==> src/rtl/xcvr_pkg.sv <==
package xcvr_pkg;
   typedef enum logic {
      SRC_LIVE   = 1'b0,
      SRC_STORED = 1'b1
   } src_sel_e;
endpackage

==> src/rtl/xcvr_edge_cap.sv <==
module xcvr_edge_cap #(
   parameter int W = 8
) (
   input  logic         clk,
   input  logic         rst_n,
   input  logic         strobe,
   input  logic [W-1:0] d,
   output logic [W-1:0] q
);
   logic strobe_q;
   logic load;

   assign load = strobe & ~strobe_q;

   always_ff @(posedge clk or negedge rst_n) begin
      if (!rst_n) begin
         strobe_q <= 1'b0;
         q        <= '0;
      end else begin
         strobe_q <= strobe;
         if (load) q <= d;
      end
   end

   // the register takes the bus value on a detected rising edge
   p_load_on_rise_r3: assert property (@(posedge clk) disable iff (!rst_n)
      (strobe && !strobe_q) |=> (q == $past(d)));
   // a level held high gives no further load
   p_no_reload_r4: assert property (@(posedge clk) disable iff (!rst_n)
      (strobe && strobe_q) |=> $stable(q));
endmodule

==> src/rtl/xcvr_bus_keeper.sv <==
module xcvr_bus_keeper #(
   parameter int W = 8
) (
   input  logic         clk,
   input  logic         rst_n,
   input  logic         ext_vld,
   input  logic [W-1:0] ext_data,
   input  logic         own_oe,
   input  logic [W-1:0] own_data,
   output logic [W-1:0] seen
);
   logic [W-1:0] last;

   assign seen = ext_vld ? ext_data : last;

   always_ff @(posedge clk or negedge rst_n) begin
      if (!rst_n)       last <= '0;
      else if (ext_vld) last <= ext_data;
      else if (own_oe)  last <= own_data;
   end

   // an undriven bus keeps its value
   p_keep_idle_r10: assert property (@(posedge clk) disable iff (!rst_n)
      (!ext_vld && !own_oe) |=> (!ext_vld -> seen == $past(seen)));
endmodule

==> src/rtl/xcvr_out_mux.sv <==
module xcvr_out_mux
   import xcvr_pkg::*;
#(
   parameter int W = 8
) (
   input  logic         en,
   input  src_sel_e     sel,
   input  logic [W-1:0] live,
   input  logic [W-1:0] stored,
   output logic [W-1:0] dout,
   output logic         oe
);
   always_comb begin
      oe = en;
      if (!en)                    dout = '0;
      else if (sel == SRC_STORED) dout = stored;
      else                        dout = live;
   end
endmodule

==> src/rtl/regd_bus_xcvr.sv <==
module regd_bus_xcvr
   import xcvr_pkg::*;
#(
   parameter int W = 8
) (
   input  logic         clk,
   input  logic         rst_n,
   input  logic [W-1:0] a_in,
   input  logic         a_ext_vld,
   output logic [W-1:0] a_out,
   output logic         a_oe,
   input  logic [W-1:0] b_in,
   input  logic         b_ext_vld,
   output logic [W-1:0] b_out,
   output logic         b_oe,
   input  logic         ab_cap,
   input  logic         ba_cap,
   input  logic         b_drive_en,
   input  logic         a_drive_n,
   input  logic         b_src_reg,
   input  logic         a_src_reg
);
   localparam int MSB = W - 1;

   generate
      if (W < 1) begin : g_bad_width
         $error("regd_bus_xcvr: W must be at least 1");
      end
   endgenerate

   logic [MSB:0] a_seen, b_seen;
   logic [MSB:0] ab_q, ba_q;
   logic         a_en, b_en;

   assign a_en = rst_n & ~a_drive_n;
   assign b_en = rst_n & b_drive_en;

   xcvr_bus_keeper #(.W(W)) a_keep_i (
      .clk(clk), .rst_n(rst_n), .ext_vld(a_ext_vld), .ext_data(a_in),
      .own_oe(a_oe), .own_data(a_out), .seen(a_seen));

   xcvr_bus_keeper #(.W(W)) b_keep_i (
      .clk(clk), .rst_n(rst_n), .ext_vld(b_ext_vld), .ext_data(b_in),
      .own_oe(b_oe), .own_data(b_out), .seen(b_seen));

   xcvr_edge_cap #(.W(W)) ab_reg_i (
      .clk(clk), .rst_n(rst_n), .strobe(ab_cap), .d(a_seen), .q(ab_q));

   xcvr_edge_cap #(.W(W)) ba_reg_i (
      .clk(clk), .rst_n(rst_n), .strobe(ba_cap), .d(b_seen), .q(ba_q));

   xcvr_out_mux #(.W(W)) b_mux_i (
      .en(b_en), .sel(src_sel_e'(b_src_reg)), .live(a_seen), .stored(ab_q),
      .dout(b_out), .oe(b_oe));

   xcvr_out_mux #(.W(W)) a_mux_i (
      .en(a_en), .sel(src_sel_e'(a_src_reg)), .live(b_seen), .stored(ba_q),
      .dout(a_out), .oe(a_oe));

   // quiet outputs while reset is held
   always_comb begin
      if (!rst_n) begin
         p_reset_quiet_r1: assert (!a_oe && !b_oe && a_out == '0 && b_out == '0);
      end
   end

   // live A reaches B unchanged
   p_live_to_b_r5: assert property (@(posedge clk) disable iff (!rst_n)
      (b_oe && !b_src_reg && a_ext_vld) |-> (b_out == a_in));
   // live B reaches A unchanged
   p_live_to_a_r6: assert property (@(posedge clk) disable iff (!rst_n)
      (a_oe && !a_src_reg && b_ext_vld) |-> (a_out == b_in));

   logic loop_on;
   assign loop_on = a_oe && b_oe && !a_src_reg && !b_src_reg && !a_ext_vld && !b_ext_vld;

   // a settled loop holds both buses
   p_loop_steady_r9: assert property (@(posedge clk) disable iff (!rst_n)
      (loop_on && $past(loop_on) && $past(a_out == b_out)) |->
      (a_out == b_out && $stable(a_out)));
endmodule

==> config.mk <==
export PLATFORM = sky130hd
export DESIGN_NAME = regd_bus_xcvr
export DESIGN_NICKNAME = d
export VERILOG_FILES = /design/src/rtl/xcvr_pkg.sv /design/src/rtl/xcvr_edge_cap.sv /design/src/rtl/xcvr_bus_keeper.sv /design/src/rtl/xcvr_out_mux.sv /design/src/rtl/regd_bus_xcvr.sv
export SDC_FILE = /design/constraint.sdc
export NUM_CORES = 1
export LEC_CHECK = 0
export BUFFER_PORTS_ARGS = -buffer_cell sky130_fd_sc_hd__buf_2
export CORE_MARGIN = 1.5
export CORE_UTILIZATION = 57
export CTS_BUF_LIST = sky130_fd_sc_hd__clkbuf_4
export CTS_CLUSTER_SIZE = 8
export DETAILED_ROUTE_END_ITERATION = 16
export MAX_ROUTING_LAYER = met4
export PLACE_DENSITY = 0.83
export SLEW_MARGIN = 10
export SYNTH_ARGS = -nofsm -noshare
export SYNTH_HDL_FRONTEND = slang
export SYNTH_SLANG_ARGS = --single-unit
==> constraint.sdc <==
create_clock -name clk -period 1.1 [get_ports clk]
set_input_delay 0.055 -clock clk [delete_from_list [all_inputs] [get_ports clk]]
set_output_delay 0.055 -clock clk [all_outputs]
set_load 0.02 [all_outputs]
# Yosys cells after proc, flatten, opt, wreduce, memory -nomap -nowiden
# Cells that the tools add are included.
# Widths: inputs -> output; s select.
# word_totals
regBits	34
inputBits	26
word_cells	25
# op_classes
n_mux	10
bitwise_logic	7
n_reduce_logical	2
# op_table
cell	n
$mux 8	10
$and 1x1->1	4
$reduce_bool 2->1	2
$not 1->1	3

# Longest topological paths before layout
# Gate-level depths: netlist (run 1).
# depth
depth_word	5
depth_mapped	5
ltp_nobuf	3

# Cells and area by module
# From an unflattened synthesis (run 1), not the netlist that was laid out.
# unflattened
hier_cells	178
area_unflattened_um2	1951.9
# modules_own_cells
module	instances	cells_per_inst	area_per_inst_um2
xcvr_bus_keeper	2	51	446.7
xcvr_edge_cap	2	19	370.4
xcvr_out_mux	2	18	148.9
regd_bus_xcvr	1	2	20.0

# Worst setup path after synthesis (run 1)
# No wires, ideal clock.
# synth_path
path_type	reg2reg
start	register ab_reg_i.strobe_q
end	register ab_reg_i.q[2]
setup_time_ps	134
arrival_time_ps	878
required_ps	966
path_slack_ps	89
path_stages_with_launch	5
path_buffers	1
synth_period_minus_slack_ps	1011
cell_sequence	dfrtp_1 > nand2b_1 > clkbuf_1 > nand2_1 > o21ai_0
# synth_between
elab_chain_cells	2
# synth_rtl
element	line_no	source
start, declared	xcvr_edge_cap.sv:10	logic strobe_q;
start signal, assigned	xcvr_edge_cap.sv:20	strobe_q <= strobe;
$not 1->1	xcvr_edge_cap.sv:13	assign load = strobe & ~strobe_q;
$and 1x1->1	xcvr_edge_cap.sv:13	
end signal, assigned	xcvr_edge_cap.sv:18	q <= '0;
end signal, assigned	xcvr_edge_cap.sv:21	if (load) q <= d;
end, declared	xcvr_edge_cap.sv:8	output logic [W-1:0] q
# Every way passes these cells.
# A chain may end at the register's enable or synchronous reset.

# Worst setup path in the final report (run 1)
# layout_path
start	register a_keep_i.last[1]
end	output b_out[1]
# layout_between
elab_chain_cells	3
# layout_rtl
element	line_no	source
start, declared	xcvr_bus_keeper.sv:12	logic [W-1:0] last;
start signal, assigned	xcvr_bus_keeper.sv:18	else if (ext_vld) last <= ext_data;
start signal, assigned	xcvr_bus_keeper.sv:19	else if (own_oe) last <= own_data;
$mux 8	xcvr_bus_keeper.sv:14	assign seen = ext_vld ? ext_data : last;
$mux 8	xcvr_out_mux.sv:16	else if (sel == SRC_STORED) dout = stored;
$mux 8	xcvr_out_mux.sv:15	if (!en) dout = '0;
end, declared	regd_bus_xcvr.sv:14	output logic [W-1:0] b_out,
# Every way passes these cells.

==> summary.txt, run 1 <==
Status
  • Status: complete, but fails checks
  • Failing checks: setup timing

Cells and area
  • Multi-input combinational cell area: approximately 1300 µm²
  • Layout fillers: roughly 170
  • Layout cell share with drive strength beyond 1: a little over two fifths
  • Finished Cell Area: ~3200 µm²
  • Final #Nets: between 300 and 400
  • Core Util, Final: slightly below 90%
  • Sequential cell area: 851 µm²
  • Commonest non-fill, non-tap cells in the layout: nand2_1 (48), buf_4 (35), dfrtp_1 (34)
  • Final std cells w/o fill: ~370
  • Commonest non-fill, non-tap cell in the layout: nand2_1
  • Area Growth Syn to Fin: 44.6%
  • Antenna diode count: 0

Setup path
  • WP data arrival: 1.43 ns
  • Slowest CP cell: dfrtp_1
  • Reg2reg setup slack: -0.13 ns
  • Critical Path End Type: output pin
  • Cell Chain, Critical Path: mux2i_2 > o21a_1 > nor2_1 > buf_2
  • Worst r2r src: a_keep_i.last[1]
  • CP required: ~1.0 ns
  • Delay-heaviest family, CP: flip-flops
  • Cells on worst reg2reg path: 4
  • CP max stage delay: approximately 0.41 ns
  • Critical path capture point: b_out[1]
  • Capturing point of the worst reg2reg path: b_keep_i.last[1]
  • WP buf/inv: 1
  • WS Path Type: flop to output pin
  • CP startpoint: a_keep_i.last[1]
  • CP max FO: 2
  • CP Depth: 4
  • Crit path launch type: flop

Pwr
  • Worst VDD drop: between 1000 and 1500 µV
  • Cell Pwr Density: about 1100 nW/µm²
  • Leak pwr: 1.47 nW

Global route
  • Total global-route track usage: between 30% and 40%
  • First-pass GRT wire length: about 12000 µm
  • Initial antenna violation count: 0
  • Total grt overflow: 0
  • Pin count of the biggest net entering global routing: 20
  • Vias in the first global route: about 2.3k

STA
  • Max Freq: a little under 700 MHz
  • Final Setup Violations: 35
  • Worst-Margin Slew: ~0.8 ns
  • Worst Hold Margin: roughly 0.07 ns
  • Clock skew: around 0.018 ns
  • Slew headroom: 45.1%
  • Final Hold Viols: 0
  • Final Slew Violations: 0
  • Crit path time final: 1.49 ns
  • Tcrit/Tclk final: 135%
  • Setup slack after layout: -0.388 ns
  • RSZ-0062 raised after global routing: yes

CTS
  • Clk slew on worst S/H paths: 0.12 ns
  • Root buffer cell: clkbuf_4
  • Clk Latency, worst-skew pair: 0.37 ns
  • Clock tree sinks: 34
  • CTS tree: done
  • Total CTS buffers: 5
  • Max Root-Sink Buffers: 2
  • H-tree depth: 2

Route
  • Iter 0 DRT Violations: 230
  • Vias: roughly 2.3k
  • Routed Antenna Nets: 0
  • Avg WL per Cell: approximately 22 µm
  • Final wirelength: around 8000 µm
  • Residual DRC count: 0
  • First-pass detailed-route iteration total: 8
  • DR vias/cell: around 6.2

Placed design
  • GPL Wtd Cong: around 0.77
  • Dpl cells: roughly 320
  • Detailed Place HPWL: approximately 3700 µm
  • PortBufs: between 40 and 50
  • Cell Area, Placed: 2530 µm²

Synth
  • Mapped Area: approximately 2200 µm²
  • Share of the synthesized area in the top cell type: between 30% and 40%
  • Dominant cell type by area after synthesis: dfrtp_1
  • Synth Net Count: ~250
  • Seq/Total Area, Yosys: 38.9%
  • Syn Inst Count: approximately 230
  • Distinct cells, synth: 27
  • Synth area leaders: dfrtp_1 (39%), nand2_1 (8.2%), mux2i_1 (5.9%)
  • Synth Area per Inst: between 9 and 10 µm²
  • Yosys warnings: 0
  • Synthesized flop and latch total: 34

Floorplan
  • # IOs: 44
  • Die Width: around 65 µm
  • Starting Density: between 50 and 60%
  • Die area: roughly 4200 µm²
  • FP Rows: 22
  • Core Footprint: 3660 µm²
  • Die height: approximately 65 µm

Flow run
  • MaxCap Viol Count: 0

Hold path
  • Worst Hold Class: input pin to flop
[logic make-up (layout without fill, tap and decap cells)]
logic type / after synthesis / after routing / synth area share, %
flip-flops: 34 / 34 / 38.9
AO/OA/AOI/OAI: 56 / 56 / 18.3
buffers and inverters: 26 / 123 / 8.06
AND/OR/NAND/NOR: 87 / 87 / 20.2
multiplexers: 24 / 24 / 14.5
[how the worst min path moves through the flow]
stage / slack, ns / cells after the start / start / end
after floorplan: -0.24 / 0 / rst_n / a_keep_i.last[0]
after global placement: -0.14 / 1 / rst_n / ab_reg_i.strobe_q
after detailed placement: -0.14 / 1 / rst_n / ab_reg_i.q[6]
after CTS: 0.08 / 2 / rst_n / ab_reg_i.strobe_q
after global routing: 0.09 / 3 / a_in[6] / ab_reg_i.q[6]
final: 0.07 / 3 / a_in[6] / ab_reg_i.q[6]
[worst min-delay path, stage by stage]
cell     delay (ns)
buf_2          0.10
mux2i_2        0.09
o21ai_1        0.14
[what timing repair did]
item                       in CTS  in global routing
setup endpoints to repair      16                 28
resized for setup              33                 31
pin swaps                       7                 12
setup buffers                  21                  8
hold buffers                   20                  2
hold endpoints to repair       52                 18
[final cells by class]
type                            count  share of cell area [%]
Tap cell                           48                    1.90
Timing Repair Buffer              108                    28.6
Sequential cell                    34                    26.9
Clock inverter                      1                   0.119
Multi-Input combinational cell    167                    40.2
Inverter                            9                    1.07
Clock buffer                        5                    1.19
[power breakdown]
group	internal, W	switching (W)	leakage (nW)
clock	0.000218	0.000453	0.0246
sequential	0.00140	0.000125	0.419
combinational	0.000652	0.000633	1.02
[cell usage after synthesis (all sizes together)]
cell type	number
a21oi	8
and2	8
and4	8
and4bb	1
buf	14
clkbuf	3
dfrtp	34
inv	9
mux2	8
mux2i	16
nand2	50
nand2b	10
nor2	9
nor2b	1
o211ai	8
o21a	8
o21ai	24
o221ai	8
[state kept, by name, summed over array words and instances (netlist names)]
| name | flops |
|---|---|
| a_keep_i.last | 8 |
| ba_reg_i.strobe_q | 1 |
| ab_reg_i.strobe_q | 1 |
| ba_reg_i.q | 8 |
| ab_reg_i.q | 8 |
| b_keep_i.last | 8 |
[per-stage QoR]
stage | total power, W | setup slack, ns | TNS (ns)
after floorplan | 0.00209 | 0.0886 | 0
after global placement | 0.00235 | -0.0388 | -0.0388
after detailed placement | 0.00239 | -0.0473 | -0.293
after CTS | 0.00325 | -0.297 | -4.94
after global routing | 0.00360 | -0.406 | -10.15
final | 0.00349 | -0.388 | -7.23
[per-layer routing]
layer / up-vias / track usage [%] / wire [µm]
met5: - / - / 0
met4: 0 / 21.3 / 548
met3: 50 / 7.64 / 649
met2: 172 / 67.0 / 3960
met1: 1106 / 42.8 / 2870
li1: 984 / - / -
Power figures use the tool's default switching activity.
==> run 2: changes to the inputs <==
--- a/config.mk
+++ b/config.mk
@@ -11,6 +11,7 @@
 export CTS_BUF_LIST = sky130_fd_sc_hd__clkbuf_4
 export CTS_CLUSTER_SIZE = 8
 export DETAILED_ROUTE_END_ITERATION = 16
+export HOLD_SLACK_MARGIN = 0.12
 export MAX_ROUTING_LAYER = met4
 export PLACE_DENSITY = 0.83
 export SLEW_MARGIN = 10
==> run 2 against run 1 <==
Against the previous run:
- the run still ends with setup timing left
- first-iteration DRC count rose by 15%
- via count fell by 1.3%
- clock power fell by 2%
==> summary.txt, run 2 (synthesized netlist as in run 1, its figures left out) <==
Cells and area
  • Antenna diode count: 0 (unchanged)
  • Area Growth Syn to Fin: 44.5% (about the same)
  • Final #Nets: 350 (-0.28%)
  • Core Util, Final: 86.4% (about the same)
  • Layout cell share with drive strength beyond 1: 42.4% (+0.13 points)
  • Commonest non-fill, non-tap cells in the layout: nand2_1 (48), dfrtp_1 (34), buf_2 (34), buf_4 (34), dlygate4sd3_1 (21)
  • Commonest non-fill, non-tap cell in the layout: nand2_1

Global route
  • Initial antenna violation count: 0 (unchanged)
  • Total grt overflow: 0 (unchanged)
  • Vias in the first global route: 2320 (+0.52%)
  • Total global-route track usage: 39.6% (+0.42 points)
  • Pin count of the biggest net entering global routing: 20 (unchanged)
  • First-pass GRT wire length: 11900 µm (+1.2%)

Route
  • Vias: 2283 (-1.3%)
  • Avg WL per Cell: 21.3 µm (-1.2%)
  • First-pass detailed-route iteration total: 6 (-2)
  • Iter 0 DRT Violations: 264 (+15%)
  • DR vias/cell: 6.15 (-0.99%)
  • Routed Antenna Nets: 0 (unchanged)
  • Residual DRC count: 0 (unchanged)
  • Final wirelength: 7910 µm (-1.4%)

Placed design
  • Setup WS pre-CTS: -0.0473 ns (unchanged)
  • GPL Wtd Cong: 0.770 (unchanged)
  • Detailed Place HPWL: 3720 µm (unchanged)
  • PortBufs: 43 (unchanged)

Pwr
  • Sequential group share of total power: 44.0% (about the same)
  • Leak pwr: 1.46 nW (-0.19%)
  • Gate power share: 37.0% (about the same)
  • Switching Share: 34.6% (-0.18 points)
  • Clock power frac: 19.0% (-0.3 points)
  • Worst VDD drop: 1020 µV (-0.65%)
  • Cell Pwr Density: 1100 nW/µm² (-0.31%)
  • Net Sw Power: 0.00120 W (-0.86%)
  • P_int: 0.00227 W (about the same)

CTS
  • Clock tree sinks: 34 (unchanged)
  • CTS tree: done
  • H-tree depth: 2 (unchanged)
  • Total CTS buffers: 5 (unchanged)
  • Clk Latency, worst-skew pair: 0.36 ns (about the same)
  • Clk slew on worst S/H paths: 0.12 ns (about the same)
  • Max Root-Sink Buffers: 2 (unchanged)
  • Root buffer cell: clkbuf_4

STA
  • Final Hold Viols: 0 (unchanged)
  • RSZ-0062 raised after global routing: yes
  • Final Setup Violations: 36 (+2.9%)
  • Setup TNS: -7.08 ns (+0.149 ns)
  • Final Slew Violations: 0 (unchanged)
  • Tcrit/Tclk final: 141% (+5.7 points)
  • Setup slack after layout: -0.450 ns (-0.0622 ns)
  • Worst-Margin Slew: 0.798 ns (-0.0223 ns)
  • Crit path time final: 1.55 ns (+0.0622 ns)
  • Max Freq: 645 MHz (-4.0%)
  • Clock skew: 0.0161 ns (-0.00225 ns)
  • Slew headroom: 46.6% (+1.5 points)

Setup path
  • Critical Path End Type: output pin
  • Crit path launch type: flop
  • CP required: 1.04 ns (about the same)
  • Worst r2r src: a_keep_i.last[4]
  • WS Path Type: flop to output pin
  • Reg2reg setup slack: -0.11 ns (+0.02 ns)
  • CP max FO: 2 (unchanged)
  • WP data arrival: 1.49 ns (+0.06 ns)
  • CP startpoint: a_keep_i.last[4]

Floorplan
  • Die Width: 65.0 µm (unchanged)
  • Core Footprint: 3660 µm² (unchanged)
  • # IOs: 44 (unchanged)
  • Starting Density: 59.8% (unchanged)
  • FP Rows: 22 (unchanged)
  • Die height: 65.0 µm (unchanged)
  • Die area: 4220 µm² (unchanged)

Flow run
  • MaxCap Viol Count: 0 (unchanged)

Hold path
  • Min-delay src: a_ext_vld
  • Worst Hold Class: input pin to flop

Status
  • Failing checks: setup timing
  • Status: complete, but fails checks
-- run 2: worst max-delay path: stages, from the launching register on --
cell     delay [ns]
dfrtp_1        0.43
mux2i_2        0.27
o21a_1         0.22
nor2_2         0.07
buf_6          0.14
-- run 2: stage by stage --
stage / std cells / hold WS, ns / total power, W / area (µm²)
after floorplan: 227 / -0.241 / 0.00209 / 2190
after detailed placement: 321 / -0.137 / 0.00239 / 2530
after global routing: 371 / 0.149 / 0.00362 / 3160
after global placement: 321 / -0.139 / 0.00235 / 2530
after CTS: 369 / 0.120 / 0.00325 / 3040
final: 371 / 0.141 / 0.00347 / 3160
-- run 2: timing repair --
item,in CTS,in global routing
resized for setup,33,31
pin swaps,7,10
hold buffers,21,1
hold endpoints to repair,54,16
setup buffers,21,9
setup endpoints to repair,16,28
-- run 2: worst paths after layout --
check / to / cells past startpoint
worst max-delay path: b_out[4] / 4
worst min register to register: ba_reg_i.q[6] / 2
max in group asynchronous: ba_reg_i.q[0] / 4
worst max register to register: b_keep_i.last[4] / 4
min in group asynchronous: ab_reg_i.q[6] / 3
worst min-delay path: a_keep_i.last[4] / 3
-- run 2: layout make-up --
cell class	instances	area (µm²)
Sequential cell	34	851
Multi-Input combinational cell	167	1280
Inverter	9	33.8
Tap cell	48	60.1
Clock inverter	1	3.75
Timing Repair Buffer	107	892
Clock buffer	5	37.5
Fill cell	175	498
-- run 2: power groups by stage --
stage          Clock [W]  Sequential [W]  Combinational, W
3_3_place_gp           0         0.00151          0.000837
3_5_place_dp           0         0.00152          0.000870
6_report        0.000660         0.00153           0.00128
5_1_grt         0.000712         0.00154           0.00137
4_1_cts         0.000631         0.00150           0.00112
2_1_floorplan          0         0.00150          0.000593
-- run 2: metal layers --
layer	global-route usage, %	vias up	part of all wire [%]
met5	-	-	0
met4	21.5	0	6.3
met3	7.99	54	7.1
met2	67.3	143	50
met1	43.5	1103	36
li1	-	983	-
